<file path="src/rtl/i2c_bm_pkg.sv">
package i2c_bm_pkg;

    localparam int REG_W = 32;
    localparam int BYTE_W = 8;
    localparam int BITS_PER_BYTE = BYTE_W + 1;

    localparam logic [1:0] A_CTRL = 2'd0;
    localparam logic [1:0] A_DATA = 2'd1;
    localparam logic [1:0] A_STAT = 2'd2;

    localparam int C_XFER  = 0;
    localparam int C_START = 1;
    localparam int C_STOP  = 2;
    localparam int C_NACK  = 3;
    localparam int C_ABORT = 4;

    localparam int N_EVT = 4;
    localparam int EVT_LSB = 4;

    typedef enum logic [2:0] {
        E_IDLE,
        E_HOLD,
        E_START,
        E_BIT,
        E_STOP
    } eng_state_t;

    typedef struct packed {
        logic start;
        logic stop;
        logic nack;
        logic abort;
    } cmd_t;

    typedef struct packed {
        logic berr;
        logic al;
        logic rxf;
        logic txe;
    } evt_t;

    typedef struct packed {
        logic bus_busy;
        logic unit_busy;
        logic ack;
        logic rd_mode;
    } live_t;

    function automatic logic [REG_W-1:0] stat_word(logic [N_EVT-1:0] lat, live_t lv);
        return {{(REG_W-N_EVT-4){1'b0}}, lat, lv};
    endfunction

    function automatic logic [REG_W-1:0] ctrl_word(logic xfer, cmd_t q);
        return {{(REG_W-4){1'b0}}, q.nack, q.stop, q.start, xfer};
    endfunction

endpackage

</file>
<file path="src/rtl/i2c_bm_clkgen.sv">
module i2c_bm_clkgen #(
    parameter int QDIV = 125
) (
    input  logic clk,
    input  logic rst,
    output logic tick_o
);
    localparam int CW = (QDIV > 2) ? $clog2(QDIV) : 1;
    localparam logic [CW-1:0] LAST = CW'(QDIV - 1);

    logic [CW-1:0] cnt_q;

    always_ff @(posedge clk) begin
        if (rst) begin
            cnt_q  <= '0;
            tick_o <= 1'b0;
        end else begin
            tick_o <= (cnt_q == LAST);
            cnt_q  <= (cnt_q == LAST) ? '0 : cnt_q + 1'b1;
        end
    end

    initial begin
        assert (QDIV >= 2) else $error("quarter divider too small");
    end
endmodule

</file>
<file path="src/rtl/i2c_bm_engine.sv">
module i2c_bm_engine
    import i2c_bm_pkg::*;
(
    input  logic              clk,
    input  logic              rst,
    input  logic              tick,
    input  logic              cmd_go,
    input  cmd_t              cmd,
    input  logic [BYTE_W-1:0] tx_byte,
    input  logic              sda_i,
    output logic              scl_low_o,
    output logic              sda_low_o,
    output evt_t              ev_o,
    output logic [BYTE_W-1:0] rx_byte_o,
    output live_t             live_o
);
    localparam int BCW = $clog2(BITS_PER_BYTE);
    localparam logic [BCW-1:0] ACK_SLOT = BCW'(BYTE_W);

    eng_state_t        st_q;
    logic [1:0]        qtr_q;
    logic [BCW-1:0]    bcnt_q;
    logic [BYTE_W-1:0] sh_q;
    logic [BYTE_W-1:0] rx_q;
    logic              dir_rd_q, mode_rd_q, stop_after_q, nack_after_q;
    logic              scl_low_q, sda_low_q, bus_busy_q, ack_q;
    evt_t              ev_q;

    always_ff @(posedge clk) begin
        if (rst) begin
            st_q         <= E_IDLE;
            qtr_q        <= '0;
            bcnt_q       <= '0;
            sh_q         <= '0;
            rx_q         <= '0;
            dir_rd_q     <= 1'b0;
            mode_rd_q    <= 1'b0;
            stop_after_q <= 1'b0;
            nack_after_q <= 1'b0;
            scl_low_q    <= 1'b0;
            sda_low_q    <= 1'b0;
            bus_busy_q   <= 1'b0;
            ack_q        <= 1'b0;
            ev_q         <= '0;
        end else begin
            ev_q <= '0;
            if (cmd_go) begin
                qtr_q  <= '0;
                bcnt_q <= '0;
                if (cmd.abort) begin
                    st_q <= E_STOP;
                end else begin
                    sh_q         <= tx_byte;
                    stop_after_q <= cmd.stop;
                    nack_after_q <= cmd.nack;
                    if (cmd.start) begin
                        mode_rd_q <= tx_byte[0];
                        dir_rd_q  <= 1'b0;
                        st_q      <= E_START;
                    end else begin
                        dir_rd_q <= mode_rd_q;
                        st_q     <= E_BIT;
                    end
                end
            end else if (tick) begin
                qtr_q <= qtr_q + 2'd1;
                case (st_q)
                    E_HOLD: sda_low_q <= 1'b0;
                    E_START: begin
                        case (qtr_q)
                            2'd0: sda_low_q <= 1'b0;
                            2'd1: scl_low_q <= 1'b0;
                            2'd2: begin
                                sda_low_q  <= 1'b1;
                                bus_busy_q <= 1'b1;
                            end
                            default: begin
                                scl_low_q <= 1'b1;
                                st_q      <= E_BIT;
                            end
                        endcase
                    end
                    E_BIT: begin
                        case (qtr_q)
                            2'd0: begin
                                if (bcnt_q == ACK_SLOT)
                                    sda_low_q <= dir_rd_q & ~nack_after_q;
                                else
                                    sda_low_q <= ~dir_rd_q & ~sh_q[BYTE_W-1];
                            end
                            2'd1: scl_low_q <= 1'b0;
                            2'd2: begin
                                if (bcnt_q != ACK_SLOT) begin
                                    if (!dir_rd_q && !sda_low_q && !sda_i) begin
                                        st_q       <= E_IDLE;
                                        scl_low_q  <= 1'b0;
                                        sda_low_q  <= 1'b0;
                                        bus_busy_q <= 1'b0;
                                        ev_q.al    <= 1'b1;
                                    end else begin
                                        sh_q <= {sh_q[BYTE_W-2:0], sda_i};
                                    end
                                end else begin
                                    ack_q <= sda_i;
                                    if (!dir_rd_q && sda_i)
                                        ev_q.berr <= 1'b1;
                                end
                            end
                            default: begin
                                scl_low_q <= 1'b1;
                                if (bcnt_q != ACK_SLOT) begin
                                    bcnt_q <= bcnt_q + 1'b1;
                                end else begin
                                    bcnt_q <= '0;
                                    if (dir_rd_q) begin
                                        ev_q.rxf <= 1'b1;
                                        rx_q     <= sh_q;
                                    end else begin
                                        ev_q.txe <= 1'b1;
                                    end
                                    st_q <= stop_after_q ? E_STOP : E_HOLD;
                                end
                            end
                        endcase
                    end
                    E_STOP: begin
                        case (qtr_q)
                            2'd0: scl_low_q <= 1'b1;
                            2'd1: sda_low_q <= 1'b1;
                            2'd2: scl_low_q <= 1'b0;
                            default: begin
                                sda_low_q  <= 1'b0;
                                bus_busy_q <= 1'b0;
                                st_q       <= E_IDLE;
                            end
                        endcase
                    end
                    default: ;
                endcase
            end
        end
    end

    assign scl_low_o = scl_low_q;
    assign sda_low_o = sda_low_q;
    assign ev_o      = ev_q;
    assign rx_byte_o = rx_q;

    always_comb begin
        live_o.bus_busy  = bus_busy_q;
        live_o.unit_busy = (st_q != E_IDLE) && (st_q != E_HOLD);
        live_o.ack       = ack_q;
        live_o.rd_mode   = mode_rd_q;
    end

    // arbitration loss leaves both lines released and the sequencer idle
    p_al_release_r8: assert property (@(posedge clk) disable iff (rst)
        ev_q.al |-> (!scl_low_q && !sda_low_q && st_q == E_IDLE && !bus_busy_q));

    // the bus is never declared free while a line is still pulled low
    p_stop_release_r5: assert property (@(posedge clk) disable iff (rst)
        $fell(bus_busy_q) |-> (!scl_low_q && !sda_low_q));

    // a bus error is only flagged together with a NACK level
    p_berr_nack_r7: assert property (@(posedge clk) disable iff (rst)
        ev_q.berr |-> ack_q);

    // one byte ends either as transmitted or as received, never both
    p_txe_rxf_excl_r3: assert property (@(posedge clk) disable iff (rst)
        $onehot0({ev_q.txe, ev_q.rxf, ev_q.al}));

    // SDA only changes while SCL is held low, except for START/STOP edges
    p_sda_while_low_r2: assert property (@(posedge clk) disable iff (rst)
        (st_q == E_BIT && !$stable(sda_low_q) && !ev_q.al) |-> $past(scl_low_q));
endmodule

</file>
<file path="src/rtl/i2c_bm_regs.sv">
module i2c_bm_regs
    import i2c_bm_pkg::*;
(
    input  logic              clk,
    input  logic              rst,
    input  logic              wr_en,
    input  logic [1:0]        wr_addr,
    input  logic [REG_W-1:0]  wr_data,
    input  logic [1:0]        rd_addr,
    output logic [REG_W-1:0]  rd_data,
    input  evt_t              ev_i,
    input  logic [BYTE_W-1:0] rx_byte_i,
    input  live_t             live_i,
    output logic              cmd_go_o,
    output cmd_t              cmd_o,
    output logic [BYTE_W-1:0] tx_byte_o
);
    logic              xfer_q;
    cmd_t              qual_q;
    logic [BYTE_W-1:0] dbuf_q;
    logic [N_EVT-1:0]  lat_q;
    logic [N_EVT-1:0]  ev_vec;
    logic              ctrl_wr, data_wr, stat_wr, byte_done;

    assign ev_vec    = ev_i;
    assign ctrl_wr   = wr_en && (wr_addr == A_CTRL);
    assign data_wr   = wr_en && (wr_addr == A_DATA);
    assign stat_wr   = wr_en && (wr_addr == A_STAT);
    assign byte_done = ev_i.txe | ev_i.rxf | ev_i.al;

    assign cmd_go_o = ctrl_wr && !live_i.unit_busy &&
                      (wr_data[C_XFER] || wr_data[C_ABORT]);

    always_comb begin
        cmd_o.start = wr_data[C_XFER] & wr_data[C_START];
        cmd_o.stop  = wr_data[C_XFER] & wr_data[C_STOP];
        cmd_o.nack  = wr_data[C_XFER] & wr_data[C_NACK];
        cmd_o.abort = ~wr_data[C_XFER] & wr_data[C_ABORT];
    end
    assign tx_byte_o = dbuf_q;

    always_ff @(posedge clk) begin
        if (rst) begin
            xfer_q <= 1'b0;
            qual_q <= '0;
            dbuf_q <= '0;
        end else begin
            if (cmd_go_o) begin
                qual_q <= cmd_o;
                xfer_q <= wr_data[C_XFER];
            end else if (byte_done) begin
                xfer_q <= 1'b0;
            end
            if (ev_i.rxf)
                dbuf_q <= rx_byte_i;
            else if (data_wr && !xfer_q)
                dbuf_q <= wr_data[BYTE_W-1:0];
        end
    end

    for (genvar gi = 0; gi < N_EVT; gi++) begin : g_lat
        always_ff @(posedge clk) begin
            if (rst)
                lat_q[gi] <= 1'b0;
            else if (ev_vec[gi])
                lat_q[gi] <= 1'b1;
            else if (stat_wr && wr_data[EVT_LSB+gi])
                lat_q[gi] <= 1'b0;
        end

        // a write of 1 to a sticky bit with no new event clears it
        p_w1c_r9: assert property (@(posedge clk) disable iff (rst)
            (stat_wr && wr_data[EVT_LSB+gi] && !ev_vec[gi]) |=> !lat_q[gi]);
    end

    always_comb begin
        case (rd_addr)
            A_CTRL:  rd_data = ctrl_word(xfer_q, qual_q);
            A_DATA:  rd_data = {{(REG_W-BYTE_W){1'b0}}, dbuf_q};
            A_STAT:  rd_data = stat_word(lat_q, live_i);
            default: rd_data = '0;
        endcase
    end

    // the data buffer holds while a transfer owns it
    p_data_hold_r10: assert property (@(posedge clk) disable iff (rst)
        (data_wr && xfer_q && !ev_i.rxf) |=> $stable(dbuf_q));

    // transfer bit drops once the byte is finished
    p_xfer_clear_r10: assert property (@(posedge clk) disable iff (rst)
        (byte_done && !cmd_go_o) |=> !xfer_q);
endmodule

</file>
<file path="src/rtl/i2c_byte_master.sv">
module i2c_byte_master
    import i2c_bm_pkg::*;
#(
    parameter int QDIV = 125
) (
    input  logic             clk,
    input  logic             rst,
    input  logic             reg_wr_en,
    input  logic [1:0]       reg_wr_addr,
    input  logic [REG_W-1:0] reg_wr_data,
    input  logic [1:0]       reg_rd_addr,
    output logic [REG_W-1:0] reg_rd_data,
    output logic             scl_oe_o,
    output logic             sda_oe_o,
    input  logic             sda_i
);
    logic              tick;
    logic              cmd_go;
    cmd_t              cmd;
    logic [BYTE_W-1:0] tx_byte, rx_byte;
    evt_t              ev;
    live_t             live;

    i2c_bm_clkgen #(.QDIV(QDIV)) u_clkgen (
        .clk    (clk),
        .rst    (rst),
        .tick_o (tick)
    );

    i2c_bm_regs u_regs (
        .clk       (clk),
        .rst       (rst),
        .wr_en     (reg_wr_en),
        .wr_addr   (reg_wr_addr),
        .wr_data   (reg_wr_data),
        .rd_addr   (reg_rd_addr),
        .rd_data   (reg_rd_data),
        .ev_i      (ev),
        .rx_byte_i (rx_byte),
        .live_i    (live),
        .cmd_go_o  (cmd_go),
        .cmd_o     (cmd),
        .tx_byte_o (tx_byte)
    );

    i2c_bm_engine u_engine (
        .clk       (clk),
        .rst       (rst),
        .tick      (tick),
        .cmd_go    (cmd_go),
        .cmd       (cmd),
        .tx_byte   (tx_byte),
        .sda_i     (sda_i),
        .scl_low_o (scl_oe_o),
        .sda_low_o (sda_oe_o),
        .ev_o      (ev),
        .rx_byte_o (rx_byte),
        .live_o    (live)
    );
endmodule

</file>
<file path="config.mk">
export PLATFORM = sky130hd
export DESIGN_NAME = i2c_byte_master
export DESIGN_NICKNAME = d
export VERILOG_FILES = /design/src/rtl/i2c_bm_pkg.sv /design/src/rtl/i2c_bm_clkgen.sv /design/src/rtl/i2c_bm_engine.sv /design/src/rtl/i2c_bm_regs.sv /design/src/rtl/i2c_byte_master.sv
export SDC_FILE = /design/constraint.sdc
export NUM_CORES = 1
export LEC_CHECK = 0
export BUFFER_PORTS_ARGS = -buffer_cell sky130_fd_sc_hd__buf_2
export CAP_MARGIN = 20
export CORE_MARGIN = 8
export CORE_UTILIZATION = 27
export DETAILED_ROUTE_END_ITERATION = 6
export GPL_TIMING_DRIVEN = 0
export RECOVER_POWER = 100
export SYNTH_ARGS = -nofsm -noshare
export SYNTH_HDL_FRONTEND = slang
export SYNTH_SLANG_ARGS = --single-unit
</file>
<file path="constraint.sdc">
create_clock -name clk -period 5.53 [get_ports clk]
set_input_delay 1.659 -clock clk [delete_from_list [all_inputs] [get_ports clk]]
set_output_delay 1.659 -clock clk [all_outputs]
set_load 0.05 [all_outputs]
</file>
## Yosys cells after proc, flatten, opt, wreduce, memory -nomap -nowiden

Index checks and enable logic that the tools add are counted.

| word-level totals | value |
|---|---|
| input port bits | 40 |
| bits in registers | 61 |
| logic and storage cells | 193 |

| cells by class | value |
|---|---|
| bitwise gates (word level) | 19 |
| muxes and demuxes | 53 |
| reductions and logical operators | 55 |
| $add $sub $neg | 3 |
| eq/ne operators | 35 |

Operators by type and width:

| kind | count |
|---|---|
| 8-bit 2-to-1 mux | 9 |
| 8-bit AND reduction | 4 |
| 3-bit 2-to-1 mux | 9 |
| 8-bit case mux with 3 select lines | 1 |
| 1-bit 2-to-1 mux | 22 |
| 2-bit nonzero test | 10 |
| 1-bit logical AND | 14 |
| 2-bit != test, second input constant | 6 |
| 3-bit by 1-bit != test with 1-bit output, second input constant | 4 |
| 6-bit AND reduction | 2 |
| 6-bit OR reduction | 2 |
| 1-bit inverter | 11 |
| 1-bit case mux with 2 select lines | 5 |
| 3-bit != test, second input constant | 3 |
| 1-bit case mux with 3 select lines | 3 |
| 3-bit case mux with 3 select lines | 1 |
| 2-bit by 1-bit != test with 1-bit output, second input constant | 4 |
| 4-bit by 3-bit != test with 1-bit output, second input constant | 2 |
| 4-bit != test, second input constant | 2 |
| 4-bit nonzero test | 2 |
| 2-bit OR reduction | 4 |
| 8-bit OR reduction | 1 |
| 7-bit by 1-bit adder with 7-bit output, second input constant | 1 |
| 7-bit == test, second input constant | 1 |
| 22 further kinds | 42 |

## Longest topological paths before layout

Gate-level depths: netlist of run 1.

| depth | value |
|---|---|
| depth after elaboration | 9 |
| gate-level depth with buffers | 8 |
| depth with buffers taken out | 7 |

## Hierarchy

A second synthesis of run 1 with hierarchy kept.

| unflattened totals | value |
|---|---|
| cell total of the unflattened synthesis | 396 |
| area total of the unflattened synthesis | 3,412.0 um^2 |

Modules (own cells, without submodules):

| module | instances | sequential area each (um^2) | cells an instance | area each (um^2) |
|---|---|---|---|---|
| i2c_bm_engine | 1 | 740.7 | 226 | 2,020.7 |
| i2c_bm_regs | 1 | 320.3 | 135 | 1,068.5 |
| i2c_bm_clkgen | 1 | 160.2 | 35 | 322.8 |

## Worst setup path before layout of run 1

No wires, ideal clock.

| timing | value |
|---|---|
| path kind | in2out |
| start | in reg_rd_addr[0] |
| end | out reg_rd_data[0] |
| data required time | 3.871 ns |
| path slack | 0.776 ns |
| stages | 3 |
| buffers on the path | 1 |
| data arrival time | 3.095 ns |
| cells stage by stage | clkbuf_1 -> mux2i_1 -> o21ai_0 |

| between the ends | value |
|---|---|
| longest elaborated chain between the ends | 2 |

RTL lines:

| element | RTL line | RTL |
|---|---|---|
| start: declaration | i2c_byte_master.sv:11 | `input logic [1:0] reg_rd_addr,` |
| 2-bit == test, or another cell as far along | i2c_bm_regs.sv:77 | `case (rd_addr)` |
| 8-bit case mux with 3 select lines (*) | i2c_bm_regs.sv:77 |  |
| end: declaration | i2c_byte_master.sv:12 | `output logic [REG_W-1:0] reg_rd_data,` |

Every way passes the cells marked *; elsewhere a longest branch is shown, timed or not.

## Worst setup path in the final report of run 1

| timing | value |
|---|---|
| start | in reg_rd_addr[0] |
| end | out reg_rd_data[5] |

Same word-level chain as after synthesis.

==> impl_metrics.yaml, run 1 <==
status:
  outcome: "finished, final reports clean"
worst_setup_path:
  cp.arrival_ns: 3.05
  start_kind: "input port"
  rrSetupSlack_ns: 3.19
  crit_path_cell_trace: "clkbuf_1, nor2b_1, a22o_1, clkbuf_1"
  crit_family: "buffers and inverters"
  criticalPathCategory: "in2out"
  cp_num_buf_inv: 2
  slowest_delay_ns: 0.47
  cp.required_ns: 3.87
  crit_top_cell: "clkbuf_1"
  critPathSlowestCell: "clkbuf_1"
  critPathMaxFanout: 7
  endpoint_kind: "primary output"
grt:
  grt_start_max_net_pins: 12
  grt_pass1_wl_mm: 13.75
  overflow: 0
  grt_use_total_pct: 10.68
  grt_pass1_vias: 2768
  antenna_found_initial: 0
power:
  peakVddDrop_v: 0.0001685
  p_leak_nw: 1.538
  power.density_mw_per_mm2: 297.0
  total_power_mw: 1.135
synthesis:
  synth-edff-count: 0
  synthDistinctLibCells: 50
  ys_ff_latch: 61
  synth_cells: 386
  synth_warnings: 0
  avgSynthCellArea_um2: 8.198
  ys.flop_type: "dfxtp_1"
  synthArstFlopShare_pct: 0
  syn_area_mm2: 0.003164
  synth-seq-area-share_pct: 38.59
place:
  place_ws_ns: 1.027
  dpl_cell_area_mm2: 0.003550
  place_inst: 576
  port_buffers: 24
  place_congestion: 0.8698
  dp_hpwl_mm: 6.194
floorplanning:
  die_y_um: 124.3
  row_count: 39
  core-area_mm2: 0.01142
  start_util_pct: 27.71
  die_x_um: 124.3
  pin_count: 74
  die-area_mm2: 0.01544
finish:
  drive_gt1_share_pct: 12.03
  stdcell_area_mm2: 0.003821
  num_antenna_cells: 0
  area_growth_pct: 20.76
  finalNetCount: 492
  fill_cells: 1204
  final_cells: 592
timing:
  worst_slack_ns: 0.8245
  tns_ns: 0
  finalHoldViolations: 0
  slew_viol_final: 0
  slew_headroom_pct: 45.88
  tightestPinTransition_ns: 0.8080
  timing.fmax_mhz: 212.5
  setup_viol: 0
  finalCritPeriodShare_pct: 85.09
  period_minus_slack_ns: 4.706
  rsz0062_at_grt: "false"
  clock-skew-final_ns: 0.005060
clock_network:
  cts.clk_slew.worst_paths_ns: 0.05
  post-cts-setup-buffers: 0
  cts-resized-gates: 0
  cts_hold_buf: 0
  cts-root-buf: "clkbuf_16"
  cts.path.max_buffers: 2
  cts_sinks: 61
  cts_buffers: 9
  worstSkewPairLatency_ns: 0.33
  cts_tree: "yes"
  htree_levels: 3
route:
  firstDrtPassIters: 4
  drt_iter0_drc: 168
  vias: 2796
  viasPerCell: 4.723
  wire_per_inst_um: 13.95
  drc: 0
  antenna_left: 0
  wirelength_mm: 8.257
hold_path:
  worstHoldPathType: "reg2reg"
run:
  maxCapViolations: 0
==> cells by family (layout without fill, tap and decap cells) <==
logic type	after synthesis	after routing	share of synthesized area, %
xor+xnor	7	7	1.938
flops	61	61	38.59
other cells	1	24	0.1185
compound gates	69	69	15.22
mux	25	25	7.908
fa+ha+maj	8	8	3.163
buf+inv	57	97	9.806
simple gates	158	158	23.25
==> flip-flops by register name, summed over array words and instances, names as in the netlist, 2 cells and up <==
| name | flops |
|---|---|
| u_clkgen.cnt_q | 7 |
| u_engine.rx_byte_o | 8 |
| u_engine.st_q | 3 |
| u_engine.sh_q | 8 |
| u_regs.qual_q | 3 |
| u_engine.ev_o | 4 |
| u_regs.lat_q | 4 |
| u_engine.qtr_q | 2 |
| u_engine.bcnt_q | 4 |
| u_regs.tx_byte_o | 8 |
==> layer usage <==
metal  vias up  track usage [%]  share of wire, %
met1      1283            12.55                45
li1       1408                -                 -
met2        95            17.79                46
met4         0            3.260               1.1
met5         -                0                 0
met3        10            3.745               7.8
==> layout by cell type, fill, tap and decap left out, types with 2 or more instances in the layout <==
| cell type | n |
|---|---|
| and3b_1 | 3 |
| clkbuf_16 | 9 |
| nor2_1 | 58 |
| a21oi_1 | 29 |
| nor3_1 | 4 |
| clkinvlp_4 | 2 |
| buf_4 | 25 |
| ha_1 | 8 |
| mux2i_1 | 25 |
| a22o_1 | 6 |
| nor4_1 | 3 |
| or3_1 | 5 |
| and2_1 | 2 |
| nor2b_1 | 3 |
| inv_1 | 11 |
| xor2_1 | 4 |
| buf_2 | 11 |
| nor3b_1 | 2 |
| and3_1 | 5 |
| dfxtp_1 | 61 |
| a311oi_1 | 10 |
| nand3b_1 | 6 |
| o211ai_1 | 2 |
| a211o_1 | 2 |
| nand2_1 | 49 |
| clkbuf_1 | 34 |
| conb_1 | 24 |
| xnor2_1 | 3 |
| nand3_1 | 11 |
| o21ai_0 | 7 |
==> report_power, final <==
| part | switching (mW) | internal (mW) | total (mW) |
|---|---|---|---|
| sequential | 0.00696 | 0.448 | 0.455 |
| combinational | 0.0832 | 0.0325 | 0.116 |
| clock | 0.203 | 0.362 | 0.565 |
==> Yosys cell counts (2+ instances only) <==
| library cell | count | area share (%) |
|---|---|---|
| buf_4 | 25 | 5.9 |
| nor4_1 | 3 | 0.59 |
| mux2i_1 | 25 | 7.9 |
| dfxtp_1 | 61 | 39 |
| inv_1 | 11 | 1.3 |
| a211o_1 | 2 | 0.55 |
| nor2_1 | 58 | 6.9 |
| buf_2 | 2 | 0.32 |
| ha_1 | 8 | 3.2 |
| and3b_1 | 3 | 0.83 |
| o211ai_1 | 2 | 0.47 |
| o21ai_0 | 7 | 1.1 |
| nor3b_1 | 2 | 0.47 |
| xor2_1 | 4 | 1.1 |
| xnor2_1 | 3 | 0.83 |
| a22o_1 | 6 | 1.7 |
| nor3_1 | 3 | 0.47 |
| or3_1 | 5 | 0.99 |
| nor2b_1 | 3 | 0.59 |
| and2_1 | 2 | 0.40 |
| a21oi_1 | 29 | 4.6 |
| nand3_1 | 11 | 1.7 |
| nand3b_1 | 6 | 1.4 |
| nand2_1 | 49 | 5.8 |
| and3_1 | 5 | 0.99 |
| clkbuf_1 | 18 | 2.1 |
| a311oi_1 | 10 | 2.8 |
==> cell type report <==
type                       count  area, µm²  share of cell area, %
buffer                        45      264.0                  6.909
timing repair buffer          24      102.6                  2.685
sequential                    61       1221                  31.96
clock buffer                  11      242.7                  6.352
inverter                      12      45.04                  1.179
tap                          143      178.9                  4.682
multi-input combinational    291       1708                  44.70
clock inverter                 5      58.81                  1.539
==> worst reg2reg max path, stage by stage, from the launching register on <==
cell and delay, ns:
dfxtp_1 0.36, or4b_1 0.56, nor3_1 0.46, clkbuf_1 0.47
nand2_1 0.14, a311oi_1 0.27
==> path summary, 6_finish.rpt <==
check,from,endpoint,depth (start not counted)
setup / recovery,reg_rd_addr[0],reg_rd_data[5],4
hold / removal,u_engine.ev_o[3],u_regs.lat_q[3],2
setup reg to reg,u_engine.st_q[2],u_engine.sh_q[0],5
hold reg to reg,u_engine.ev_o[3],u_regs.lat_q[3],2
==> per-stage QoR <==
step	util, %	hold WS (ns)
after detailed placement	31.09	0.4489
after global routing	33.46	0.4847
after global placement	31.09	0.4368
after CTS	33.73	0.4588
after floorplan	-	0.4130
final	33.46	0.4585
Power figures use the tool's default switching activity.
==> run 2, diff against run 1 <==
ABC_CLOCK_PERIOD_IN_PS = 5530   (was unset)
CORE_UTILIZATION = 40   (was 27)
RECOVER_POWER = unset   (was 100)
==> impl_metrics.yaml, run 2 (same netlist as run 1, synthesis figures left out) <==
status:
  outcome: "finished, final reports clean"
clock_network:
  cts_hold_buf: 0
  cts-resized-gates: 0
  cts-root-buf: "clkbuf_8"
  cts_tree: "yes"
  cts_sinks: 61
  worstSkewPairLatency_ns: 0.35
  cts_buffers: 9
  cts.path.max_buffers: 2
  cts.clk_slew.worst_paths_ns: 0.07
  htree_levels: 3
  post-cts-setup-buffers: 0
worst_setup_path:
  critPathSlowestCell: "nor2b_1"
  endpoint_kind: "primary output"
  crit_path_cell_trace: "clkbuf_1, nor2b_1, a22o_1, buf_2"
  criticalPathCategory: "in2out"
  slowest_delay_ns: 0.43
  cp.arrival_ns: 2.85
  cp.required_ns: 3.87
  critPathMaxFanout: 7
  start_kind: "input port"
timing:
  slew_headroom_pct: 44.66
  rsz0062_at_grt: "false"
  finalHoldViolations: 0
  clock-skew-final_ns: 0.008619
  finalCritPeriodShare_pct: 81.57
  tns_ns: 0
  slew_viol_final: 0
  tightestPinTransition_ns: 0.8263
  setup_viol: 0
  worst_slack_ns: 1.019
  timing.fmax_mhz: 221.7
  period_minus_slack_ns: 4.511
floorplanning:
  start_util_pct: 41.16
  core-area_mm2: 0.007687
  die-area_mm2: 0.01101
  row_count: 32
  pin_count: 74
  die_x_um: 104.9
  die_y_um: 104.9
power:
  power.density_mw_per_mm2: 265.8
  peakVddDrop_v: 0.0001395
  p_switching_mw: 0.2723
  p_leak_nw: 1.550
  pwr-share-comb_pct: 11.9
  pwr-share-seq_pct: 46.2
  total_power_mw: 0.9830
  pwr-share-clk_pct: 41.9
  swShare_pct: 27.71
  internal_power_mw: 0.7106
finish:
  final_common_cell: "dfxtp_1"
  layout_common_cells: "dfxtp_1, nor2_1, nand2_1"
  fill_cells: 778
  finalNetCount: 492
  final_cells: 550
  drive_gt1_share_pct: 15.63
  final_util_pct: 48.11
  area_growth_pct: 16.88
  num_antenna_cells: 0
grt:
  grtUsageMet3_pct: 5.405
  grt-busiest-layer: "met2"
  grt_pass1_vias: 2792
  grt_pass1_wl_mm: 13.74
  antenna_found_initial: 0
  grt_start_max_net_pins: 11
  use_met1_pct: 18.06
  use_met2_pct: 24.89
  overflow: 0
  grt_use_total_pct: 15.23
route:
  viasPerCell: 5.095
  drc: 0
  wirelength_mm: 8.248
  vias: 2802
  wire_per_inst_um: 15.00
  firstDrtPassIters: 4
  antenna_left: 0
  drt_iter0_drc: 199
place:
  dp_hpwl_mm: 6.144
  port_buffers: 24
  place_congestion: 0.9304
  place_inst: 535
  place_ws_ns: 1.020
run:
  maxCapViolations: 0
hold_path:
  worstHoldPathType: "reg2reg"
run 2: changes by cell type in the layout (fill, tap and decap cells not counted), sizes merged:
cell / delta
clkinv: -1
clkbuf: -14
buf: +15
inv: -1
run 2: metrics by stage:
stage | instance area (µm²) | hold WS [ns]
floorplan | 3251 | 0.4130
global placement | 3498 | 0.4279
detailed placement | 3498 | 0.4241
CTS | 3699 | 0.4421
global route | 3699 | 0.4877
finish | 3699 | 0.4422
run 2: per-layer routing:
metal	wire length, µm	vias up
li1	-	1406
met1	3724	1316
met2	3902	69
met3	497	11
met4	124	0
met5	0	-
run 2: power by group through the flow:
stage | Clock, mW | Combinational, mW | Sequential (mW)
final | 0.412 | 0.117 | 0.454
after global routing | 0.440 | 0.127 | 0.455
after CTS | 0.416 | 0.116 | 0.454
after detailed placement | 0 | 0.115 | 0.464
after floorplan | 0 | 0.0922 | 0.462
after global placement | 0 | 0.114 | 0.464
run 2: area by class of cell:
cell class	instances	area (µm²)	area share (%)
plain buffers	45	265.3	7.172
clock buffers	12	155.1	4.195
clock inverters	3	45.04	1.218
inverters	12	45.04	1.218
multi-input cells	291	1719	46.48
flip-flops and latches	61	1221	33.02
well taps	102	127.6	3.451
repair buffers	24	120.1	3.248
run 2: final timing paths:
kind,start,to,slack [ns],depth (start not counted)
setup / recovery,reg_rd_addr[0],reg_rd_data[6],1.02,4
hold / removal,u_engine.ev_o[3],u_regs.lat_q[3],0.44,2
setup reg to reg,u_engine.dir_rd_q,u_engine.scl_low_o,3.38,6
hold reg to reg,u_engine.ev_o[3],u_regs.lat_q[3],0.44,2
run 2: worst max-delay path, delay by kind of cell:
| kind | cells | cell delay [ns] |
|---|---|---|
| buffers and inverters | 2 | 0.55 |
| AOI/OAI and AO/OA | 1 | 0.21 |
| and+or+nand+nor | 1 | 0.43 |
==> run 3, diff against run 2 <==
ABC_AREA = 1   (was unset)
ABC_CLOCK_PERIOD_IN_PS = 4300   (was 5530)
clock period = 4.3 ns   (was 5.53 ns; I/O delays follow)
==> impl_metrics.yaml, run 3 <==
status:
  outcome: "finished, final reports clean"
timing:
  tightestPinTransition_ns: 0.6864
  slew_viol_final: 0
  clock-skew-final_ns: 0.01340
  rsz0062_at_grt: "false"
  finalHoldViolations: 0
  tns_ns: 0
  period_minus_slack_ns: 3.454
  slew_headroom_pct: 54.24
  timing.fmax_mhz: 289.6
  setup_viol: 0
  finalCritPeriodShare_pct: 80.32
power:
  swShare_pct: 27.01
  peakVddDrop_v: 0.0001680
  pwr-share-seq_pct: 47.2
  total_power_mw: 1.227
  p_switching_mw: 0.3315
  p_leak_nw: 1.723
  pwr-share-comb_pct: 12.1
  power.density_mw_per_mm2: 314.8
  internal_power_mw: 0.8957
  pwr-share-clk_pct: 40.7
synthesis:
  yosysMostFrequentCell: "nand2_1"
  synth_area_leaders: "dfxtp_1, nand2_1, inv_1, buf_4, nor2_1"
  yosysTopAreaCellShare_pct: 36.31
  synthDistinctLibCells: 39
  ys_ff_latch: 61
  synth_top_family_by_area: "simple AND/OR/NAND/NOR gates"
  yosys.area_share.simple_pct: 30.25
  synth-edff-count: 0
  synth_cells: 472
  synth_compound_area_share_pct: 15.55
  ys.flop_type: "dfxtp_1"
  muxShareOfSynthArea_pct: 0
  avgSynthCellArea_um2: 7.125
  synth_warnings: 0
  synth_commonest_cells: "nand2_1, dfxtp_1, inv_1, nor2_1, o21ai_0"
  synthArstFlopShare_pct: 0
  synth-xor-area-share_pct: 0.5208
  yosys.area_share.adder_pct: 2.976
  synth-seq-area-share_pct: 36.31
  synth_top_area_cell: "dfxtp_1"
  syn_area_mm2: 0.003363
route:
  wirelength_mm: 8.291
  firstDrtPassIters: 5
  antenna_left: 0
  viasPerCell: 4.693
  wl_met2_mm: 3.682
  drc: 0
  dr.max_layer_used: "met4"
  wl_met3_um: 712
  drt_iter0_drc: 224
  drt-met1-wl_mm: 3.829
  wire_per_inst_um: 12.93
  vias: 3008
clock_network:
  cts-root-buf: "clkbuf_8"
  worstSkewPairLatency_ns: 0.33
  cts_tree: "yes"
  htree_levels: 3
  cts.clk_slew.worst_paths_ns: 0.06
  cts-resized-gates: 0
  cts.path.max_buffers: 2
  cts_sinks: 61
  post-cts-setup-buffers: 0
  cts_hold_buf: 0
  cts_buffers: 9
hold_path:
  min_from: "u_engine.rx_byte_o[7]"
  hold_depth: 2
  whs_endpoint: "u_engine.rx_byte_o[7]"
  worstHoldPathType: "reg2reg"
floorplanning:
  die_y_um: 107.7
  core-area_mm2: 0.008175
  row_count: 33
  die-area_mm2: 0.01160
  pin_count: 74
  die_x_um: 107.7
  start_util_pct: 41.14
worst_setup_path:
  crit_path_cell_trace: "buf_2, inv_1, nand2_1, inv_1, nand2_1, o211ai_1, buf_2"
  slowest_delay_ns: 0.29
  cp.arrival_ns: 2.16
  rr_startpoint: "u_engine.qtr_q[0]"
  crit_cells: 7
  start_kind: "input port"
  critPathSlowestCell: "buf_2"
  r2r-end: "u_engine.st_q[0]"
  crit_family: "buffers and inverters"
  endpoint_kind: "primary output"
  rrSetupSlack_ns: 2.45
  critPathMaxFanout: 6
  cp_num_buf_inv: 4
  rr_worst_depth: 10
  criticalPathCategory: "in2out"
  cp.required_ns: 3.01
finish:
  drive_gt1_share_pct: 19.03
  layout_common_cells: "nand2_1, dfxtp_1, inv_1"
  final_common_cell: "nand2_1"
  num_antenna_cells: 0
  finalNetCount: 579
  area_growth_pct: 15.92
  final_util_pct: 47.69
grt:
  grt_start_max_net_pins: 11
  grt_pass1_wl_mm: 13.82
  antenna_found_initial: 0
  grt_use_total_pct: 14.76
  overflow: 0
  grt_pass1_vias: 2859
place:
  port_buffers: 25
  place_congestion: 0.8813
  dp_hpwl_mm: 6.559
run:
  maxCapViolations: 0
[run 3: kinds of logic (layout without fill, tap and decap cells)]
logic type | Yosys count | after routing
xor gates and xnor gates | 2 | 2
buffers and inverters | 95 | 136
AOI/OAI and AO/OA | 88 | 88
DFF | 61 | 61
adders and majority gates | 8 | 8
and+or+nand+nor | 217 | 217
other | 1 | 24
[run 3: power by group through the flow]
stage               Combinational, mW  Sequential [mW]  Clock [mW]
floorplan                       0.117            0.591           0
global placement                0.146            0.592           0
detailed placement              0.147            0.593           0
CTS                             0.147            0.580       0.511
global route                    0.161            0.581       0.536
finish                          0.148            0.580       0.499
[run 3: worst max path at each step]
stage	start	endpoint	slack [ns]
4_1_cts	reg_rd_addr[0]	reg_rd_data[3]	0.85
2_1_floorplan	reg_rd_addr[0]	reg_rd_data[4]	0.42
3_3_place_gp	reg_rd_addr[0]	reg_rd_data[0]	0.86
5_1_grt	reg_rd_addr[0]	reg_rd_data[0]	0.73
3_5_place_dp	reg_rd_addr[0]	reg_rd_data[3]	0.86
6_report	reg_rd_addr[0]	reg_rd_data[3]	0.85
[run 3: worst reg2reg max path, delay by kind of cell, from the launching register on]
| kind | cells | cell delay (ns) |
|---|---|---|
| adders and majority gates | 1 | 0.26 |
| buffers and inverters | 1 | 0.10 |
| DFF | 1 | 0.38 |
| and+or+nand+nor | 8 | 1.04 |
[run 3: metal layers]
layer	global-route usage (%)	vias to the layer above
li1	-	1605
met4	4.460	0
met1	19.21	1319
met2	22.85	78
met5	0	-
met3	4.431	6
[run 3: final cells by class]
| cell class | count | area [µm²] |
|---|---|---|
| fillers | 852 | 4277 |
| multi-input cells | 339 | 1748 |
| flip-flops and latches | 61 | 1221 |
| plain buffers | 36 | 259.0 |
| inverters | 59 | 221.5 |
| clock buffers | 12 | 145.1 |
| well taps | 105 | 131.4 |
| repair buffers | 25 | 125.1 |
| clock inverters | 4 | 47.55 |
[run 3: metrics by stage]
step | setup slack, ns | hold WS (ns) | area [µm²] | instances
final | 0.8464 | 0.4571 | 3899 | 641
after global routing | 0.7318 | 0.4867 | 3899 | 641
after CTS | 0.8547 | 0.4596 | 3899 | 641
after detailed placement | 0.8550 | 0.4504 | 3706 | 625
after global placement | 0.8648 | 0.4356 | 3706 | 625
after floorplan | 0.4203 | 0.4130 | 3450 | 495
